## config.mk

```make
export PLATFORM = sky130hd
export DESIGN_NAME = i2c_ack_phase_ctrl
export DESIGN_NICKNAME = d
export VERILOG_FILES = /design/src/rtl/i2c_ack_pkg.sv /design/src/rtl/i2c_ack_bitcnt.sv /design/src/rtl/i2c_ack_policy.sv /design/src/rtl/i2c_ack_sequencer.sv /design/src/rtl/i2c_ack_phase_ctrl.sv
export SDC_FILE = /design/constraint.sdc
export NUM_CORES = 1
export LEC_CHECK = 0
export CORE_UTILIZATION = 30
export CTS_CLUSTER_SIZE = 25
export DETAILED_ROUTE_END_ITERATION = 7
export DONT_BUFFER_PORTS = 1
export GPL_TIMING_DRIVEN = 0
export PLACE_DENSITY_LB_ADDON = 0.1
export SLEW_MARGIN = 5
export SYNTH_ARGS = -nofsm -noshare
export SYNTH_HDL_FRONTEND = slang
export SYNTH_SLANG_ARGS = --single-unit
```

## constraint.sdc

```tcl
create_clock -name clk -period 2.05 [get_ports clk]
set_input_delay 0.205 -clock clk [delete_from_list [all_inputs] [get_ports clk]]
set_output_delay 0.205 -clock clk [all_outputs]
set_load 0.02 [all_outputs]
```

## src/rtl/i2c_ack_pkg.sv

```systemverilog
package i2c_ack_pkg;

  typedef enum logic {
    PH_DATA = 1'b0,
    PH_ACK  = 1'b1
  } ack_phase_e;

  // Decide whether the local receiver pulls SDA low in the ninth clock.
  function automatic logic ack_pull_low(input logic rx,
                                        input logic addr,
                                        input logic match,
                                        input logic val);
    logic pull;
    if (!rx)       pull = 1'b0;  // transmitter always releases
    else if (val)  pull = 1'b0;  // non-return mode
    else if (addr) pull = match; // address byte: match result decides
    else           pull = 1'b1;  // return mode
    return pull;
  endfunction

endpackage

```

## src/rtl/i2c_ack_bitcnt.sv

```systemverilog
module i2c_ack_bitcnt #(
  parameter int BITS_PER_BYTE = 8
) (
  input  logic clk,
  input  logic rst,
  input  logic frame_start,
  input  logic scl_fall,
  input  logic in_data,
  output logic last_fall
);
  localparam int CNT_W = (BITS_PER_BYTE > 1) ? $clog2(BITS_PER_BYTE) : 1;
  localparam logic [CNT_W-1:0] LAST = CNT_W'(BITS_PER_BYTE - 1);

  logic [CNT_W-1:0] cnt_q;

  assign last_fall = in_data && scl_fall && (cnt_q == LAST);

  always_ff @(posedge clk) begin
    if (rst || frame_start) begin
      cnt_q <= '0;
    end else if (in_data && scl_fall) begin
      cnt_q <= (cnt_q == LAST) ? '0 : cnt_q + 1'b1;
    end
  end
endmodule

```

## src/rtl/i2c_ack_policy.sv

```systemverilog
module i2c_ack_policy
  import i2c_ack_pkg::*;
(
  input  logic rx_mode,
  input  logic addr_phase,
  input  logic addr_match,
  input  logic ack_val,
  output logic pull_low
);
  always_comb begin
    pull_low = ack_pull_low(rx_mode, addr_phase, addr_match, ack_val);
  end
endmodule

```

## src/rtl/i2c_ack_sequencer.sv

```systemverilog
module i2c_ack_sequencer
  import i2c_ack_pkg::*;
(
  input  logic clk,
  input  logic rst,
  input  logic frame_start,
  input  logic last_fall,
  input  logic ack_clk_en,
  input  logic pull_low,
  input  logic rx_mode,
  input  logic scl_rise,
  input  logic scl_fall,
  input  logic sda_in,
  output logic in_data,
  output logic sda_oe,
  output logic ninth_clk_req,
  output logic ack_status,
  output logic byte_done
);
  ack_phase_e phase_q;
  logic       tx_q;

  assign in_data = (phase_q == PH_DATA);

  always_ff @(posedge clk) begin
    if (rst) begin
      phase_q       <= PH_DATA;
      tx_q          <= 1'b0;
      sda_oe        <= 1'b0;
      ninth_clk_req <= 1'b0;
      ack_status    <= 1'b1;
      byte_done     <= 1'b0;
    end else begin
      byte_done <= 1'b0;
      if (frame_start) begin
        phase_q       <= PH_DATA;
        sda_oe        <= 1'b0;
        ninth_clk_req <= 1'b0;
      end else if (phase_q == PH_DATA) begin
        if (last_fall) begin
          if (ack_clk_en) begin
            phase_q       <= PH_ACK;
            ninth_clk_req <= 1'b1;
            sda_oe        <= pull_low;
            tx_q          <= !rx_mode;
          end else begin
            byte_done <= 1'b1;
          end
        end
      end else begin
        if (scl_fall) begin
          phase_q       <= PH_DATA;
          sda_oe        <= 1'b0;
          ninth_clk_req <= 1'b0;
          byte_done     <= 1'b1;
        end else if (scl_rise && tx_q) begin
          ack_status <= sda_in;
        end
      end
    end
  end
endmodule

```

## src/rtl/i2c_ack_phase_ctrl.sv

```systemverilog
module i2c_ack_phase_ctrl #(
  parameter int BITS_PER_BYTE = 8
) (
  input  logic clk,
  input  logic rst,
  input  logic ack_clk_en,
  input  logic ack_val,
  input  logic rx_mode,
  input  logic addr_phase,
  input  logic addr_match,
  input  logic scl_rise,
  input  logic scl_fall,
  input  logic frame_start,
  input  logic sda_in,
  output logic sda_oe,
  output logic ninth_clk_req,
  output logic ack_status,
  output logic byte_done
);
  logic in_data;
  logic last_fall;
  logic pull_low;

  i2c_ack_bitcnt #(.BITS_PER_BYTE(BITS_PER_BYTE)) u_cnt (
    .clk         (clk),
    .rst         (rst),
    .frame_start (frame_start),
    .scl_fall    (scl_fall),
    .in_data     (in_data),
    .last_fall   (last_fall)
  );

  i2c_ack_policy u_pol (
    .rx_mode    (rx_mode),
    .addr_phase (addr_phase),
    .addr_match (addr_match),
    .ack_val    (ack_val),
    .pull_low   (pull_low)
  );

  i2c_ack_sequencer u_seq (
    .clk           (clk),
    .rst           (rst),
    .frame_start   (frame_start),
    .last_fall     (last_fall),
    .ack_clk_en    (ack_clk_en),
    .pull_low      (pull_low),
    .rx_mode       (rx_mode),
    .scl_rise      (scl_rise),
    .scl_fall      (scl_fall),
    .sda_in        (sda_in),
    .in_data       (in_data),
    .sda_oe        (sda_oe),
    .ninth_clk_req (ninth_clk_req),
    .ack_status    (ack_status),
    .byte_done     (byte_done)
  );
endmodule

```

==> metrics.log <==
INFO  metric status = complete, no violations
INFO  metric met1_usage = 0.126
INFO  metric max_cap_viol_count = 0
INFO  metric cts_max_level = 1
INFO  metric grt_overflow_total = 0
INFO  metric fp.dieW = 38.9 um
INFO  metric post-synth-top-area-fraction = 0.440
INFO  metric fraction_of_registers_with_async_set_or_reset_after_synthesis = 0
INFO  metric worst_clock_skew = 0.00218 ns
INFO  metric tritoncts_buffer_count = 3
INFO  metric grt_pass1_wl = 1.11 mm
INFO  metric flow.area_growth_from_synthesis = 10.7%
INFO  metric fillerInstances = 121
INFO  metric critPathArrivalTime = 1.74 ns
INFO  metric most_repeated_cell_in_the_gate_level_netlist_after_synthesis = sky130_fd_sc_hd__dfxtp_1
INFO  metric die_area = 0.00152 mm^2
INFO  metric p_seq_frac = 0.539
INFO  metric finalWeightedCongestion = 0.617
INFO  metric switching_power_of_the_nets = 0.0711 mW
INFO  metric worst_path_clk_slew = 0.06 ns
INFO  metric pin_count_of_the_biggest_net_entering_global_routing = 8
INFO  metric number_of_antenna_violations_at_the_first_check_in_global_routing = 0
INFO  metric final.setup.tns = 0 ns
INFO  metric ir_drop = 0.322 mV
INFO  metric grt_pass1_vias = 268
INFO  metric worst-setup-path-type = register to register
INFO  metric globalRouteMet3Util = 0.0809
INFO  metric min_period = 1.55 ns
INFO  metric fp-row-count = 12
INFO  metric regArea = 180 um^2
INFO  metric final_layout_size_suffix_gt1_frac = 0.133
INFO  metric drt_drc_violations_left = 0
INFO  metric synthesis.yosys.warnings = 0
INFO  metric worst_ep_required_time = 2.24 ns
INFO  metric finalCoreUtilization = 0.382
INFO  metric n_antenna_cell = 0
INFO  metric timing.critical_path.fanout_max = 6
INFO  metric post_cts.repair.setup_buffers = 0
INFO  metric mean_instance_size_in_the_synthesized_netlist = 9.98 um^2
INFO  metric hold_viol_final = 0
INFO  metric final-instance-count-excl-fill = 59
INFO  metric synthDominantAreaCellType = sky130_fd_sc_hd__dfxtp_1
INFO  metric fmax = 647 MHz
INFO  metric drt-pass1-iter-count = 2
INFO  metric synth_enable_flop_cells = 0
INFO  metric wirelength = 736 um
INFO  metric tritoncts = built
INFO  metric fp.coreArea = 0.00119 mm^2
INFO  metric worst_slew_margin_rel = 0.814
INFO  metric comb_power_share = 0.035
INFO  metric wire_per_inst = 12.5 um
INFO  metric power.density = 725 mW/mm^2
INFO  metric die_h = 38.9 um
INFO  metric synth_nets = 54
INFO  metric floorplan.io_pins = 15
INFO  metric hp-start = rst
INFO  metric yosys-top-cells-area = sky130_fd_sc_hd__dfxtp_1, sky130_fd_sc_hd__mux2i_1, sky130_fd_sc_hd__ha_1
INFO  metric start_kind = register
INFO  metric routed_via_density = 5.08
INFO  metric worstMarginPinSlew = 0.280 ns
INFO  metric groute.usage.overall = 0.116
INFO  metric grt_setup_unrepaired = false
INFO  metric crit_share_post_route = 0.754
INFO  metric combined_area_of_all_synthesized_cells = 409 um^2
INFO  metric multi_input_comb_area = 221 um^2
INFO  metric reg2reg_from = u_cnt.cnt_q[0]
INFO  metric ys_seq_elements = 9
INFO  metric intPower = 0.257 mW
INFO  metric post_cts_resized = 0
INFO  metric io_buffers = 0
INFO  metric fraction_of_met2_tracks_used_by_global_routing = 0.171
INFO  metric synth-main-ff-cell = sky130_fd_sc_hd__dfxtp_1
INFO  metric clock_insertion_delay_worst_skew = 0.26 ns
INFO  metric netSwitchingFraction = 0.216
INFO  metric syn_inst = 41
INFO  metric synth-seq-area-share = 0.440
INFO  metric dp_worst_setup_slack = 0.496 ns
INFO  metric ant_nets = 0
INFO  metric grt-busiest-layer = met2
INFO  metric cp-startpoint = u_cnt.cnt_q[0]
INFO  metric final_max_slew_viol_count = 0
INFO  metric synth_cell_type_count = 20
INFO  metric floorplan.initialDensity = 0.345
INFO  metric static-leakage-power = 0.182 nW
INFO  metric cts_root_buffer = sky130_fd_sc_hd__clkbuf_4
INFO  metric hold_class = primary input to register
INFO  metric clkSinkCount = 9
INFO  metric num_vias = 300
INFO  metric post-route-worst-setup-slack = 0.504 ns
INFO  metric ctsLongestPathBuffers = 2
INFO  metric numPlacedInstances = 55
INFO  metric finish.net_count = 59
INFO  metric p_clk_frac = 0.426
INFO  metric cts_hold_bufs = 0
INFO  metric synthTopCellsByCount = sky130_fd_sc_hd__dfxtp_1, sky130_fd_sc_hd__a21oi_1, sky130_fd_sc_hd__nor2_1
INFO  metric setup_violations = 0
INFO  metric dr.first_iter.drc_count = 1
INFO  metric cp-end-kind = register
[logic make-up (layout without fill, tap and decap cells)]
| kind of cell | after synthesis | count (layout) | synth area share |
|---|---|---|---|
| AND/OR/NAND/NOR | 18 | 18 | 0.303 |
| flip-flops | 9 | 9 | 0.440 |
| AO/OA/AOI/OAI | 7 | 7 | 0.104 |
| multiplexers | 3 | 3 | 0.0734 |
| adder cells (fa/ha/maj) | 2 | 2 | 0.0612 |
| buffers and inverters | 2 | 6 | 0.0183 |
[worst max-delay path: stages (launching register included)]
cell and delay (ns):
sky130_fd_sc_hd__dfxtp_1 0.35, sky130_fd_sc_hd__ha_1 0.15, sky130_fd_sc_hd__ha_1 0.22, sky130_fd_sc_hd__nand4b_4 0.14, sky130_fd_sc_hd__or4b_1 0.48, sky130_fd_sc_hd__a21oi_1 0.13
[metrics by stage]
stage,power (mW),cell area [um^2],hold slack [ns]
floorplan,0.191,409,0.311
finish,0.329,453,0.0507
detailed placement,0.193,427,0.320
global route,0.341,453,0.0415
global placement,0.192,427,0.312
CTS,0.334,453,0.0446
[worst paths after layout]
path | slack [ns] | cells after the start | endpoint
hold / removal | 0.05 | 1 | u_seq.ack_status
hold reg to reg | 0.51 | 1 | u_seq.ack_status
setup reg to reg | 0.50 | 5 | u_seq.sda_oe
setup / recovery | 0.50 | 5 | u_seq.sda_oe
[state kept, by name, summed over array words and instances (netlist names)]
| name | cells |
|---|---|
| u_seq.byte_done | 1 |
| u_seq.ninth_clk_req | 1 |
| u_cnt.cnt_q | 3 |
| u_seq.phase_q | 1 |
| u_seq.tx_q | 1 |
| u_seq.sda_oe | 1 |
| u_seq.ack_status | 1 |
[per-layer routing]
layer | vias to the layer above | wire length [um] | part of all wire
met5 | - | 0 | 0
met4 | 0 | 0 | 0
met3 | 0 | 49 | 0.067
met2 | 10 | 360 | 0.49
met1 | 133 | 327 | 0.44
li1 | 157 | - | -
[power groups by stage]
stage	clock [mW]	combinational (mW)	sequential, mW
floorplan	0	0.0102	0.181
global placement	0	0.0112	0.181
detailed placement	0	0.0117	0.181
CTS	0.145	0.0118	0.177
global route	0.150	0.0130	0.177
finish	0.140	0.0115	0.177
[layout by cell type (no fill, tap or decap), drive strengths merged]
master / synthesis / final
nor2: 4 / 4
a311o: 1 / 1
nand3: 1 / 1
clkbuf: 1 / 5
a21boi: 1 / 1
ha: 2 / 2
or2: 1 / 1
dfxtp: 9 / 9
or4b: 1 / 1
a21oi: 4 / 4
nand4b: 1 / 1
mux2i: 3 / 3
nand2: 3 / 3
nor2b: 2 / 2
and4bb: 1 / 1
nand2b: 2 / 2
inv: 1 / 1
or4: 1 / 1
nor3b: 1 / 1
o21ai: 1 / 1
[layout make-up]
class	instances	share of cell area
Multi-Input combinational cell	30	0.489
Sequential cell	9	0.398
Clock buffer	4	0.0580
Tap cell	14	0.0387
Buffer	1	0.00829
Inverter	1	0.00829
Note: power is estimated with default switching activity, not from simulation.
